$ cat src/rtl/ddc_fmt_pkg.sv
`timescale 1ns/1ps
package ddc_fmt_pkg;
    localparam int DW = 32;
    localparam int NWORD = 4;

    localparam logic [2:0] FMT_T8   = 3'd0;
    localparam logic [2:0] FMT_R16  = 3'd1;
    localparam logic [2:0] FMT_R24  = 3'd2;
    localparam logic [2:0] FMT_T32  = 3'd3;
    localparam logic [2:0] FMT_FP12 = 3'd4;

    typedef enum logic [1:0] {TX_IDLE, TX_PEND, TX_SYNC, TX_SHIFT} tx_st_e;

    typedef struct packed {
        tx_st_e                      st;
        logic [1:0]                  wsel;
        logic [4:0]                  bidx;
        logic [5:0]                  width;
        logic [NWORD-1:0][DW-1:0]    sh;
        logic                        sfs;
        logic                        sd;
    } tx_t;

    typedef struct packed {
        logic [NWORD-1:0][DW-1:0]    words;
        logic                        rdy;
        logic                        oe;
    } hold_t;

    function automatic logic [5:0] fmt_bits(input logic [2:0] f);
        case (f)
            FMT_T8:   fmt_bits = 6'd8;
            FMT_R16:  fmt_bits = 6'd16;
            FMT_R24:  fmt_bits = 6'd24;
            FMT_FP12: fmt_bits = 6'd12;
            default:  fmt_bits = 6'd32;
        endcase
    endfunction
endpackage

$ cat src/rtl/ddc_word_fmt.sv
`timescale 1ns/1ps
module ddc_word_fmt
    import ddc_fmt_pkg::*;
(
    input  logic [DW-1:0] x,
    input  logic [2:0]    fmt,
    output logic [DW-1:0] y
);
    logic [16:0] r16_d;
    logic [24:0] r24_d;
    logic [3:0]  exp_d;
    logic        run_d;
    logic [7:0]  man_d;

    always_comb begin
        // round half up: add the first dropped bit into the kept part
        r16_d = {x[31], x[31:16]} + {16'd0, x[15]};
        r24_d = {x[31], x[31:8]}  + {24'd0, x[7]};
        exp_d = '0;
        run_d = 1'b1;
        for (int i = 30; i >= 16; i--) begin
            if (run_d && (x[i] == x[31])) exp_d = exp_d + 4'd1;
            else                          run_d = 1'b0;
        end
        man_d = x[5'd31 - {1'b0, exp_d} -: 8];
        case (fmt)
            FMT_T8:   y = {{24{x[31]}}, x[31:24]};
            FMT_R16:  y = (r16_d[16] != r16_d[15]) ? 32'h0000_7FFF
                                                   : {{16{r16_d[15]}}, r16_d[15:0]};
            FMT_R24:  y = (r24_d[24] != r24_d[23]) ? 32'h007F_FFFF
                                                   : {{8{r24_d[23]}}, r24_d[23:0]};
            FMT_FP12: y = {{20{man_d[7]}}, man_d, exp_d};
            default:  y = x;
        endcase
    end
endmodule

$ cat src/rtl/ddc_sck_gen.sv
`timescale 1ns/1ps
module ddc_sck_gen #(
    parameter int DIV_W = 8
) (
    input  logic             clk,
    input  logic             rst_n,
    input  logic             ext_sel,
    input  logic [DIV_W-1:0] div,
    input  logic             sck_in,
    output logic             sck_raw,
    output logic             tick
);
    typedef struct packed {
        logic [DIV_W-1:0] cnt;
        logic             sck;
        logic             s1;
        logic             s2;
        logic             s3;
    } sg_t;

    sg_t q, d;
    logic wrap_d;

    always_comb begin
        d      = q;
        d.s1   = sck_in;
        d.s2   = q.s1;
        d.s3   = q.s2;
        wrap_d = (q.cnt >= div);
        if (wrap_d) begin
            d.cnt = '0;
            d.sck = ~q.sck;
        end else begin
            d.cnt = q.cnt + 1'b1;
        end
        sck_raw = ext_sel ? q.s2 : q.sck;
        tick    = ext_sel ? (q.s3 & ~q.s2) : (wrap_d & q.sck);
    end

    always_ff @(posedge clk) begin
        if (!rst_n) q <= '0;
        else        q <= d;
    end
endmodule

$ cat src/rtl/ddc_ser_tx.sv
`timescale 1ns/1ps
module ddc_ser_tx
    import ddc_fmt_pkg::*;
(
    input  logic                     clk,
    input  logic                     rst_n,
    input  logic                     load,
    input  logic                     tick,
    input  logic [2:0]               fmt,
    input  logic [NWORD-1:0][DW-1:0] words,
    output logic                     sfs_raw,
    output logic                     sd
);
    tx_t        q, d;
    logic [5:0] w_d;

    always_comb begin
        d   = q;
        w_d = fmt_bits(fmt);
        if (load) begin
            for (int k = 0; k < NWORD; k++) d.sh[k] = words[k] << (6'd32 - w_d);
            d.width = w_d;
            d.st    = TX_PEND;
            d.sfs   = 1'b0;
            d.sd    = 1'b0;
        end else if (tick) begin
            case (q.st)
                TX_PEND: begin
                    d.sfs = 1'b1;
                    d.st  = TX_SYNC;
                end
                TX_SYNC: begin
                    d.sfs  = 1'b0;
                    d.wsel = 2'd0;
                    d.bidx = 5'd0;
                    d.sd   = q.sh[0][31];
                    d.st   = TX_SHIFT;
                end
                TX_SHIFT: begin
                    if (q.bidx == 5'(q.width - 6'd1)) begin
                        if (q.wsel == 2'd3) begin
                            d.st = TX_IDLE;
                            d.sd = 1'b0;
                        end else begin
                            d.wsel = q.wsel + 2'd1;
                            d.bidx = 5'd0;
                            d.sd   = q.sh[q.wsel + 2'd1][31];
                        end
                    end else begin
                        d.bidx = q.bidx + 5'd1;
                        d.sd   = q.sh[q.wsel][5'd30 - q.bidx];
                    end
                end
                default: ;
            endcase
        end
    end

    always_ff @(posedge clk) begin
        if (!rst_n) q <= '0;
        else        q <= d;
    end

    assign sfs_raw = q.sfs;
    assign sd      = q.sd;
endmodule

$ cat src/rtl/ddc_out_fmt.sv
`timescale 1ns/1ps
module ddc_out_fmt
    import ddc_fmt_pkg::*;
#(
    parameter int DIV_W = 8
) (
    input  logic             clk,
    input  logic             rst_n,
    input  logic             sample_valid,
    input  logic [31:0]      a_i,
    input  logic [31:0]      a_q,
    input  logic [31:0]      b_i,
    input  logic [31:0]      b_q,
    input  logic [2:0]       fmt_sel,
    input  logic             ser_en,
    input  logic             rdy_inv,
    input  logic             sck_inv,
    input  logic             sfs_inv,
    input  logic             sck_ext,
    input  logic [DIV_W-1:0] sck_div,
    input  logic             sck_in,
    input  logic [2:0]       pout_sel,
    input  logic             pout_en,
    output logic             rdy,
    output logic             ser_oe,
    output logic             sck,
    output logic             sfs,
    output logic             sd,
    output logic [15:0]      pout,
    output logic             pout_oe
);
    localparam int HW = DW / 2;

    logic [NWORD-1:0][DW-1:0] raw;
    logic [NWORD-1:0][DW-1:0] fw;
    logic                     sck_raw, bit_tick, sfs_raw;
    hold_t                    q, d;
    logic [DW-1:0]            sel_word;

    assign raw = {b_q, b_i, a_q, a_i};

    for (genvar g = 0; g < NWORD; g++) begin : g_fmt
        ddc_word_fmt u_fmt (.x(raw[g]), .fmt(fmt_sel), .y(fw[g]));
    end

    ddc_sck_gen #(.DIV_W(DIV_W)) u_sck (
        .clk(clk), .rst_n(rst_n), .ext_sel(sck_ext), .div(sck_div),
        .sck_in(sck_in), .sck_raw(sck_raw), .tick(bit_tick)
    );

    ddc_ser_tx u_tx (
        .clk(clk), .rst_n(rst_n), .load(sample_valid), .tick(bit_tick),
        .fmt(fmt_sel), .words(fw), .sfs_raw(sfs_raw), .sd(sd)
    );

    always_comb begin
        d     = q;
        d.rdy = sample_valid;
        d.oe  = ser_en;
        if (sample_valid) d.words = fw;
    end

    always_ff @(posedge clk) begin
        if (!rst_n) q <= '0;
        else        q <= d;
    end

    always_comb begin
        sel_word = q.words[pout_sel[2:1]];
        pout     = pout_sel[0] ? sel_word[HW-1:0] : sel_word[DW-1:HW];
    end

    assign pout_oe = pout_en;
    assign rdy     = q.rdy ^ rdy_inv;
    assign ser_oe  = q.oe;
    assign sck     = sck_raw ^ sck_inv;
    assign sfs     = sfs_raw ^ sfs_inv;
endmodule

$ cat config.mk
export PLATFORM = sky130hd
export DESIGN_NAME = ddc_out_fmt
export DESIGN_NICKNAME = d
export VERILOG_FILES = /design/src/rtl/ddc_fmt_pkg.sv /design/src/rtl/ddc_word_fmt.sv /design/src/rtl/ddc_sck_gen.sv /design/src/rtl/ddc_ser_tx.sv /design/src/rtl/ddc_out_fmt.sv
export SDC_FILE = /design/constraint.sdc
export NUM_CORES = 1
export LEC_CHECK = 0
export BUFFER_PORTS_ARGS = -buffer_cell sky130_fd_sc_hd__buf_2
export CELL_PAD_IN_SITES_DETAIL_PLACEMENT = 1
export CELL_PAD_IN_SITES_GLOBAL_PLACEMENT = 1
export CORE_MARGIN = 2
export CORE_UTILIZATION = 40
export CTS_BUF_LIST = sky130_fd_sc_hd__clkbuf_8
export DETAILED_ROUTE_END_ITERATION = 7
export PLACE_DENSITY = 0.76
export SLEW_MARGIN = 20
export SYNTH_ARGS = -nofsm -noshare
export SYNTH_HDL_FRONTEND = slang
export SYNTH_SLANG_ARGS = --single-unit
$ cat constraint.sdc
create_clock -name clk -period 16.9 [get_ports clk]
set_input_delay 0.845 -clock clk [delete_from_list [all_inputs] [get_ports clk]]
set_output_delay 0.845 -clock clk [all_outputs]
set_load 0.01 [all_outputs]
==> metrics.txt <==
layout cell share with drive strength beyond 1 ~14%; storage element area 0.00569 sq mm; top-count cell post-synth nand2_1; Die ar. between 0.07 and 0.08 sq mm; FMAX 0.0798 GHz; WS Path Type in2reg; slowest stage delay, CP 720 ps; Final setup violation count 0; DRT iter0 DRCs 3854; Max-slew headroom between 15 and 20%; Async SR Flop Fraction 0%; post-synthesis register bit count between 200 and 300; status finished, final reports clean; Site Rows 97; Startpoint Class input port; routed wire length 136000 microns; Worst EP required 17360 ps; post-DR wirelength/cell just under 30 microns; CTS Sinks around 280; hold_ws 424 ps; routability cong. 1.04; hold bufs inserted after CTS 0; EDFF count, synth 0; global-route wire length before repair 200000 microns; Max clock buf depth 3; Lkg Pwr 0.0122 uW; Crit-path slowest cell o2bb2ai_2; main flop type after synthesis dfxtp_1; H-tree levels 2; CTS Buf Count 50; final setup skew 28.6 ps; max cap viols 0; Placed Instances 4597; main area contributors after synthesis dfxtp_1, mux4_2, o21ai_0, mux2i_1, nand2_1; routed vias 31500; vias per inst 6.72; Synthesized Nets 3998; area growth from synthesis to layout 7.72%; Ports 174; Post-synth top cells nand2_1, o21ai_0, nor2_1, dfxtp_1, a21oi_1; chip height 270 microns; total grt overflow 0; initial core utilization 40.4%; initial antenna violation count 4; clock-pin slew on the worst setup and hold paths 60 ps; Worst Tran Pin Value 1230 ps; DRC 0; top-area cell type share of the netlist area 20.1%; TritonCTS clock tree yes; Post-Syn Area 0.0283 sq mm; pin count of the biggest net entering global routing 224; CTS resizes 0; most frequent CP cell ha_1; Total Routing Usage GR 35.7%; maximum vdd drop 0.0516 mV; # nets final 3955; RSZ-0062 raised after global routing false; fin crit share 74.1%; Power Density 71.3 mW/mm^2; port buffer count 171; final hold vios 0; area of the multi-input gates approximately 0.021 sq mm; Post-DP HPWL 97900 microns; HP Class in2reg; Core ar. 0.0700 sq mm; die width 270 microns; Cells after Synth around 3800; vias in the first global route 30400; Worst setup EP type flip-flop; setup bufs post-CTS 0; Worst Path Max Fanout 52; remaining antenna violation count 0; root buf cell clkbuf_8; WP data arrival 12990 ps; fillers about 9000; register area share after synthesis approximately a fifth; Ys Warns 0; Worst-Skew Late Latency 650 ps; Avg Inst Size Synth 7.55 sq um; Slew Limit Fails 0; drt pass-1 iters 7; non-filler cells in the finished layout 4691; setup TNS 0 ps; Synth cell types ~110; largest area contributor in the netlist dfxtp_1; fin crit period 12530 ps; Util after Layout 43.6%
## state kept, by name (all words and copies together) (netlist names)
| name | count |
|---|---|
| u_sck.q | 10 |
| u_sck.d | 2 |
| u_tx.sfs_raw | 1 |
| u_tx.q | 140 |
| ser_oe | 1 |
| u_tx.sd | 1 |
| q | 129 |
## kinds of logic (layout without fill, tap and decap cells)
kind of cell,count (synthesis),in the layout,share of synthesized area [%]
AND/OR/NAND/NOR,1271,1271,20.8
AO/OA/AOI/OAI,1148,1148,26.1
buffers and inverters,403,393,5.74
multiplexers,318,318,15.6
flip-flops,284,284,20.1
XOR/XNOR,231,231,7.35
adder cells (fa/ha/maj),97,97,4.26
other,0,9,0
## worst paths after layout
path | start | cells after the start | to | slack (ps)
worst max-delay path | a_i[31] | 52 | u_tx.q[17] | 4370
worst min-delay path | sck_in | 2 | u_sck.d[1] | 420
worst max register to register | u_tx.q[136] | 10 | u_tx.sd | 13270
worst min register to register | u_sck.d[1] | 1 | u_sck.d[0] | 450
## report_power, final
part	switching (uW)	leakage, uW	internal [uW]
combinational	499	0.00934	263
clock	312	0.000547	324
sequential	56.2	0.00234	720
## per-layer routing
layer,track usage [%],vias up,wire length [microns]
met5,0,-,13
met4,21.9,2,9530
met3,9.15,479,14900
met2,54.0,1863,58000
met1,45.5,15600,53000
li1,-,13600,-
## stage by stage
| step | power [uW] | setup WS, ps | instance area (sq um) |
|---|---|---|---|
| after global placement | 1500 | 4030 | 29500 |
| after floorplan | 1250 | 6040 | 28300 |
| after CTS | 2140 | 4530 | 30500 |
| final | 2170 | 4370 | 30500 |
| after detailed placement | 1520 | 3900 | 29500 |
| after global routing | 2250 | 3610 | 30500 |
## critical path, delay by kind of cell
family / cells / cell delay (ps)
compound gates: 19 / 3960
mux: 6 / 2020
buf+inv: 4 / 1170
fa+ha+maj: 13 / 3850
simple gates: 10 / 1110
## final cells by class
| class | count | share of cell area (%) |
|---|---|---|
| flip-flops and latches | 284 | 18.6 |
| diodes | 9 | 0.0738 |
| clock buffers | 61 | 2.75 |
| inverters | 79 | 0.972 |
| clock inverters | 24 | 0.361 |
| repair buffers | 229 | 4.27 |
| well taps | 940 | 3.86 |
| multi-input cells | 3065 | 69.1 |
## layout by cell type (no fill, tap or decap), drive strengths merged, types with 54 or more instances in the layout
| master | synthesis | final |
|---|---|---|
| a21oi | 246 | 246 |
| and3 | 54 | 54 |
| buf | 90 | 229 |
| clkbuf | 234 | 61 |
| dfxtp | 284 | 284 |
| ha | 94 | 94 |
| inv | 78 | 94 |
| mux2i | 173 | 173 |
| mux4 | 93 | 93 |
| nand2 | 438 | 438 |
| nand3 | 139 | 139 |
| nor2 | 345 | 345 |
| o21ai | 372 | 372 |
| xnor2 | 129 | 129 |
| xor2 | 100 | 100 |
Note: power is estimated with default switching activity, not from simulation.
